$ cat src/rtl/rn_pkg.sv
// Shared definitions for the register rename unit.
// Assumes: one class bit per operand, 0 = integer space, 1 = floating-point space.
package rn_pkg;
    typedef enum logic {
        RN_INT = 1'b0,
        RN_FP  = 1'b1
    } rn_cls_e;
endpackage

$ cat src/rtl/rn_map_table.sv
// Map table for one register class: architected name -> physical tag.
// Two combinational read ports, one write port applied at the clock edge,
// so reads in a cycle always see the mapping from before that cycle's write.
// Assumes: PHYS_REGS >= ARCH_REGS. With ZERO_HARD set, entry 0 is pinned to tag 0.
module rn_map_table #(
    parameter int ARCH_REGS = 32,
    parameter int PHYS_REGS = 64,
    parameter bit ZERO_HARD = 1'b0,
    localparam int AW = $clog2(ARCH_REGS),
    localparam int PW = $clog2(PHYS_REGS)
) (
    input  logic          clk,
    input  logic          rst_n,
    input  logic [AW-1:0] rd1_addr,
    input  logic [AW-1:0] rd2_addr,
    output logic [PW-1:0] rd1_tag,
    output logic [PW-1:0] rd2_tag,
    input  logic          wr_en,
    input  logic [AW-1:0] wr_addr,
    input  logic [PW-1:0] wr_tag
);
    logic [PW-1:0] entry [ARCH_REGS];
    logic          wr_ok;

    // Writes to a pinned zero entry are dropped.
    assign wr_ok = wr_en && !(ZERO_HARD && (wr_addr == '0));

    // Identity mapping on reset, then one entry update per cycle.
    always_ff @(posedge clk) begin
        if (!rst_n) begin
            for (int i = 0; i < ARCH_REGS; i++) begin
                entry[i] <= PW'(i);
            end
        end else if (wr_ok) begin
            entry[wr_addr] <= wr_tag;
        end
    end

    // Source lookups from the pre-update state.
    always_comb begin
        rd1_tag = (ZERO_HARD && (rd1_addr == '0)) ? '0 : entry[rd1_addr];
        rd2_tag = (ZERO_HARD && (rd2_addr == '0)) ? '0 : entry[rd2_addr];
    end
endmodule

$ cat src/rtl/rn_free_list.sv
// Circular first-in first-out pool of unused physical tags for one class.
// The head tag is visible combinationally. A pop and a push can happen in the
// same cycle. Reset fills the pool with tags ARCH_REGS .. PHYS_REGS-1 in order.
// Assumes: pop only when not empty, and no push when full without a pop
// (the commit side never returns more tags than were taken).
module rn_free_list #(
    parameter int ARCH_REGS = 32,
    parameter int PHYS_REGS = 64,
    localparam int PW    = $clog2(PHYS_REGS),
    localparam int DEPTH = PHYS_REGS - ARCH_REGS,
    localparam int IW    = (DEPTH > 1) ? $clog2(DEPTH) : 1,
    localparam int CW    = $clog2(DEPTH + 1)
) (
    input  logic          clk,
    input  logic          rst_n,
    input  logic          pop,
    input  logic          push,
    input  logic [PW-1:0] push_tag,
    output logic [PW-1:0] head_tag,
    output logic          empty
);
    logic [PW-1:0] slot [DEPTH];
    logic [IW-1:0] rd_ptr, wr_ptr;
    logic [CW-1:0] count;
    logic          push_ok;

    // A push is accepted unless the pool is full and nothing leaves it.
    assign push_ok  = push && ((count != CW'(DEPTH)) || pop);
    assign head_tag = slot[rd_ptr];
    assign empty    = (count == '0);

    // Wrap-around increment for a pool index.
    function automatic logic [IW-1:0] nxt(input logic [IW-1:0] p);
        return (p == IW'(DEPTH - 1)) ? '0 : p + 1'b1;
    endfunction

    // Slot storage: reset contents, then the tail is written on a push.
    always_ff @(posedge clk) begin
        if (!rst_n) begin
            for (int i = 0; i < DEPTH; i++) begin
                slot[i] <= PW'(ARCH_REGS + i);
            end
        end else if (push_ok) begin
            slot[wr_ptr] <= push_tag;
        end
    end

    // Pointers and occupancy.
    always_ff @(posedge clk) begin
        if (!rst_n) begin
            rd_ptr <= '0;
            wr_ptr <= '0;
            count  <= CW'(DEPTH);
        end else begin
            if (pop)     rd_ptr <= nxt(rd_ptr);
            if (push_ok) wr_ptr <= nxt(wr_ptr);
            case ({push_ok, pop})
                2'b10:   count <= count + 1'b1;
                2'b01:   count <= count - 1'b1;
                default: count <= count;
            endcase
        end
    end
endmodule

$ cat src/rtl/rn_rename_unit.sv
// Register rename unit: one instruction per cycle, two sources, one optional
// destination. Integer and floating-point names are renamed in separate spaces,
// each with its own map table and free pool. Integer register 0 is pinned to
// physical tag 0 and never renamed.
// Assumes: the commit side releases only tags that were displaced by a rename.
module rn_rename_unit
    import rn_pkg::*;
#(
    parameter int ARCH_REGS = 32,
    parameter int PHYS_REGS = 64,
    localparam int AW = $clog2(ARCH_REGS),
    localparam int PW = $clog2(PHYS_REGS)
) (
    input  logic          clk,
    input  logic          rst_n,
    input  logic          req_valid,
    input  logic          src1_fp,
    input  logic [AW-1:0] src1_arch,
    input  logic          src2_fp,
    input  logic [AW-1:0] src2_arch,
    input  logic          dst_valid,
    input  logic          dst_fp,
    input  logic [AW-1:0] dst_arch,
    input  logic          rel_valid,
    input  logic          rel_fp,
    input  logic [PW-1:0] rel_ptag,
    output logic [PW-1:0] src1_ptag,
    output logic [PW-1:0] src2_ptag,
    output logic [PW-1:0] dst_ptag,
    output logic          stall
);
    localparam int NCLS = 2;

    logic [PW-1:0] rd1_tag  [NCLS];
    logic [PW-1:0] rd2_tag  [NCLS];
    logic [PW-1:0] head_tag [NCLS];
    logic          empty    [NCLS];
    logic          need_alloc, do_alloc;

    // A destination needs a tag unless it is absent or integer register 0.
    assign need_alloc = req_valid && dst_valid &&
                        !((rn_cls_e'(dst_fp) == RN_INT) && (dst_arch == '0));
    // Stall when the destination's pool has nothing to give.
    assign stall      = need_alloc && empty[dst_fp];
    assign do_alloc   = need_alloc && !stall;

    // One map table and one pool per register class.
    for (genvar c = 0; c < NCLS; c++) begin : g_cls
        localparam rn_cls_e CLS = rn_cls_e'(c);
        logic cls_alloc, cls_rel;

        assign cls_alloc = do_alloc  && (rn_cls_e'(dst_fp) == CLS);
        assign cls_rel   = rel_valid && (rn_cls_e'(rel_fp) == CLS);

        rn_map_table #(
            .ARCH_REGS(ARCH_REGS),
            .PHYS_REGS(PHYS_REGS),
            .ZERO_HARD(CLS == RN_INT)
        ) u_map (
            .clk     (clk),
            .rst_n   (rst_n),
            .rd1_addr(src1_arch),
            .rd2_addr(src2_arch),
            .rd1_tag (rd1_tag[c]),
            .rd2_tag (rd2_tag[c]),
            .wr_en   (cls_alloc),
            .wr_addr (dst_arch),
            .wr_tag  (head_tag[c])
        );

        rn_free_list #(
            .ARCH_REGS(ARCH_REGS),
            .PHYS_REGS(PHYS_REGS)
        ) u_pool (
            .clk     (clk),
            .rst_n   (rst_n),
            .pop     (cls_alloc),
            .push    (cls_rel),
            .push_tag(rel_ptag),
            .head_tag(head_tag[c]),
            .empty   (empty[c])
        );
    end

    // Output selection by operand class.
    always_comb begin
        src1_ptag = rd1_tag[src1_fp];
        src2_ptag = rd2_tag[src2_fp];
        dst_ptag  = do_alloc ? head_tag[dst_fp] : '0;
    end
endmodule

$ cat config.mk
export PLATFORM = sky130hd
export DESIGN_NAME = rn_rename_unit
export DESIGN_NICKNAME = d
export VERILOG_FILES = /design/src/rtl/rn_pkg.sv /design/src/rtl/rn_map_table.sv /design/src/rtl/rn_free_list.sv /design/src/rtl/rn_rename_unit.sv
export SDC_FILE = /design/constraint.sdc
export NUM_CORES = 1
export LEC_CHECK = 0
export CAP_MARGIN = 20
export CORE_MARGIN = 10
export CORE_UTILIZATION = 45
export DETAILED_ROUTE_END_ITERATION = 8
export PLACE_DENSITY_LB_ADDON = 0.12
export SYNTH_ARGS = -nofsm -noshare
export SYNTH_HDL_FRONTEND = slang
export SYNTH_SLANG_ARGS = --single-unit
$ cat constraint.sdc
create_clock -name clk -period 4.4 [get_ports clk]
set_clock_uncertainty 0.05 [all_clocks]
set_input_delay 0.66 -clock clk [delete_from_list [all_inputs] [get_ports clk]]
set_output_delay 0.66 -clock clk [all_outputs]
set_load 0.05 [all_outputs]
==> results.md <==
* Run status: complete, no violations
* Num ports at 49
* Clock transition at the registers of the reported paths at 60 ps
* Total core area at 0.0872 mm²
* Die boundary height at 317 µm
* Cell with the largest stage delay on the worst path: sky130_fd_sc_hd__or4_2
* Count of antenna-violating nets left after detailed routing at 0
* Via density per instance at 6.14
* Clock buffer depth at 3
* Fin crit period at 4070 ps
* Total power per unit cell area at 394 mW/mm²
* Worst setup slack after layout at 328 ps
* Number of buffer and inverter instances along the worst setup path at 2
* Worst-margin pin slew at 977 ps
* Post-cts hold buffer count at 0
* HPWL after detailed placement at 80100 µm
* Tightest Hold Check Type: input pin to flop
* Total Nets Final at 3097
* Post-Route WL at 114000 µm
* Count of flip-flops with a built-in enable after synthesis at 768
* Floorplan die area at 0.100 mm²
* Worst slew margin at 34.4%
* Cell breakdown of the critical path: buf_4 -> mux4_1 -> o22ai_1 -> or4_2 -> o22ai_1 -> buf_4
* Final routed wire length divided by cell count at 26.8 µm
* Largest fanout on the critical path at 30
* H-tree depth at 3
* Vias in the first global route at 26524
* Number of distinct library cell variants in the gate-level netlist after synthesis at 58
* Nature of the critical path endpoint: primary output
* Horiz. Die Dim at 317 µm
* CP Data Arrival Time at 3360 ps
* Clock root buffer: sky130_fd_sc_hd__clkbuf_16
* CP delay by family, top: simple AND/OR/NAND/NOR gates
* CTS sink cnt at 810
* Initial antenna violation count at 4
* Area fraction of the dominant cell type after synthesis at 58.2%
* Setup violators final at 0
* Fraction of synthesized cell area in xor and xnor cells at 0.177%
* Maximum resistive drop on vdd at 0.000333 V
* Slowest stage delay, CP at 710 ps
* Share of the synthesized area in compound gates (AO/OA/AOI/OAI) at 4.78%
* Most common library cells after synthesis: sky130_fd_sc_hd__edfxtp_1 (768), sky130_fd_sc_hd__nand2_1 (532), sky130_fd_sc_hd__nor2_1 (486)
* CP Launch Type: flop
* Pin count of the biggest net entering global routing at 49
* Final-layout fill cell count at 7398
* GRT Resource Usage Total at 22.7%
* Max-cap viol count at 0
* Multiplexer share of the synthesized area at 16.8%
* Average cell area after synthesis at 13.2 µm²
* Total Neg Setup Slack at 0 ps
* Area growth, synth to finish at 12.6%
* Total count of hold-check failures in the final report at 0
* Largest cells by area after synthesis: sky130_fd_sc_hd__edfxtp_1 (58%), sky130_fd_sc_hd__mux4_2 (15%), sky130_fd_sc_hd__nand2_1 (5.0%), sky130_fd_sc_hd__nor2_1 (4.6%), sky130_fd_sc_hd__dfxtp_1 (2.1%)
* Cell Rows at 108
* Synthesized cell area at 0.0396 mm²
* Worst setup timing slack at the placement stage at 370 ps
* Share of the yosys chip area belonging to registers at 60.3%
* Worst skew pair latency at 670 ps
* Number of warnings printed during yosys synthesis at 0
* Residual DRC count at 0
* Pre-antenna DRT Iters at 6
* Share of layout cells above drive strength 1 at 20.6%
* Synthesized-area fraction occupied by and/or/nand/nor cells at 13.8%
* Peak Freq at 246 MHz
* Number of buffers inserted during clock tree synthesis at 88
* Dominant synthesized flop cell: sky130_fd_sc_hd__edfxtp_1
* Synth Instances at 2994
* Cell taking the most area after synthesis: sky130_fd_sc_hd__edfxtp_1
* Worst path required time at 3690 ps
* Post-synth ARST share at 0%
* Post-layout total power at 0.0176 W
* Inserted Diodes at 0
* Flops & latches, synth at 810
* Starting utilization of the core area at 45.5%
* Adder-cell share of the synthesized area at 0.858%
* Total congestion overflow at 0
* Wire length of the first global-routing pass at 171000 µm
* Main combinational cell family by area after synthesis: multiplexers
* Iteration-0 DRC count of the detailed router at 3064
* Critical Setup Path Class: flop to primary output
* Period utilisation layout at 92.5%
* Leakage power summed over all cells at 13.7 nW
* Vias post-DR at 26182
* Routability-driven placement congestion ratio at 1.00
* TritonCTS clock tree: built
* Number of port buffers at 48
* RSZ-0062 raised after global routing: no
* Count of pins over their slew limit at 0
* Most used standard cell by instance count after synthesis: sky130_fd_sc_hd__edfxtp_1
power breakdown:
part,total (W),internal [W],switching [W]
sequential,0.00866,0.00858,0.0000871
clock,0.00746,0.00430,0.00317
combinational,0.00148,0.000519,0.000964
worst paths after layout:
path | slack [ps] | startpoint | cells past startpoint | endpoint
max reg2reg | 980 | g_cls[1].u_pool.count[1] | 10 | g_cls[1].u_pool.count[5]
max | 330 | flop | 6 | dst_ptag[4]
min | 450 | rst_n | 2 | g_cls[1].u_pool.count[5]
min reg2reg | 470 | g_cls[0].u_pool.rd_ptr[3] | 2 | g_cls[0].u_pool.rd_ptr[3]
cells by family (layout without fill, tap and decap cells):
logic type      after synthesis  count (layout)
simple gates               1281            1281
flops                       810             810
compound gates              305             305
mux                         298             298
buf+inv                     265             378
fa+ha+maj                    26              26
xor+xnor                      8               8
other cells                   1               6
state kept, by name, summed over array words and instances, names as in the netlist, named ones only:
| name | flops |
|---|---|
| g_cls.u_pool.slot | 384 |
| g_cls.u_map.entry | 384 |
| g_cls.u_pool.count | 12 |
| g_cls.u_pool.wr_ptr | 10 |
| g_cls.u_pool.rd_ptr | 10 |
area by class of cell:
class / count / area (µm²) / share of cell area, %
Sequential cell: 810 / 23900 / 53.6
Clock buffer: 102 / 2250 / 5.05
Timing Repair Buffer: 202 / 1860 / 4.16
Multi-Input combinational cell: 1924 / 14500 / 32.4
Inverter: 15 / 56.3 / 0.126
Tap cell: 1155 / 1450 / 3.24
Clock inverter: 59 / 641 / 1.43
routing by layer:
layer  share of wire, %  track usage [%]  wire (µm)
met5              0.019                0         22
met4                3.7             8.25       4220
met2                 48             37.3      55000
met1                 40             30.1      45400
met3                8.5             4.10       9710
stage by stage:
stage	hold WS, ps	utilization [%]	std cells	instance area (µm²)
2_1_floorplan	417	-	2999	39700
3_3_place_gp	450	47.9	4106	41800
3_5_place_dp	457	47.9	4106	41800
4_1_cts	411	51.2	4267	44600
5_1_grt	434	51.2	4267	44600
6_report	451	51.2	4267	44600
worst reg2reg max path, stage by stage (launching register included):
cell and delay, ps:
sky130_fd_sc_hd__dfxtp_1 360, sky130_fd_sc_hd__nor4_1 650, sky130_fd_sc_hd__a31o_2 550, sky130_fd_sc_hd__inv_1 140, sky130_fd_sc_hd__ha_1 320, sky130_fd_sc_hd__ha_1 320
sky130_fd_sc_hd__a21o_1 170, sky130_fd_sc_hd__a21oi_1 280, sky130_fd_sc_hd__nand4b_1 190, sky130_fd_sc_hd__a31oi_1 90, sky130_fd_sc_hd__nand3b_1 160
cells in the final DEF (no fill, tap or decap), types with 14 or more instances in the layout:
master                            instances
sky130_fd_sc_hd__mux4_2                 271
sky130_fd_sc_hd__clkbuf_1                14
sky130_fd_sc_hd__edfxtp_1               768
sky130_fd_sc_hd__a22oi_1                 72
sky130_fd_sc_hd__clkinv_2                17
sky130_fd_sc_hd__clkbuf_16               88
sky130_fd_sc_hd__nand2_1                532
sky130_fd_sc_hd__nor3_1                  22
sky130_fd_sc_hd__ha_1                    24
sky130_fd_sc_hd__nand3_1                 71
sky130_fd_sc_hd__nand2b_1                15
sky130_fd_sc_hd__buf_4                  151
sky130_fd_sc_hd__clkdlybuf4s50_1         22
sky130_fd_sc_hd__buf_12                  23
sky130_fd_sc_hd__o21ai_0                 71
sky130_fd_sc_hd__or2_2                   20
sky130_fd_sc_hd__or3_1                   17
sky130_fd_sc_hd__mux4_1                  17
sky130_fd_sc_hd__a21oi_1                 58
sky130_fd_sc_hd__clkinv_1                18
sky130_fd_sc_hd__nor2_1                 486
sky130_fd_sc_hd__dfxtp_1                 38
sky130_fd_sc_hd__o22ai_1                 78
sky130_fd_sc_hd__or4_1                   16
repair_timing:
item                                   CTS  global route
setup endpoints to repair                0             2
endpoints found under the hold margin    0             0
setup buffers                            0             0
resized for setup                        0             1
(Power assumes the default switching activity.)
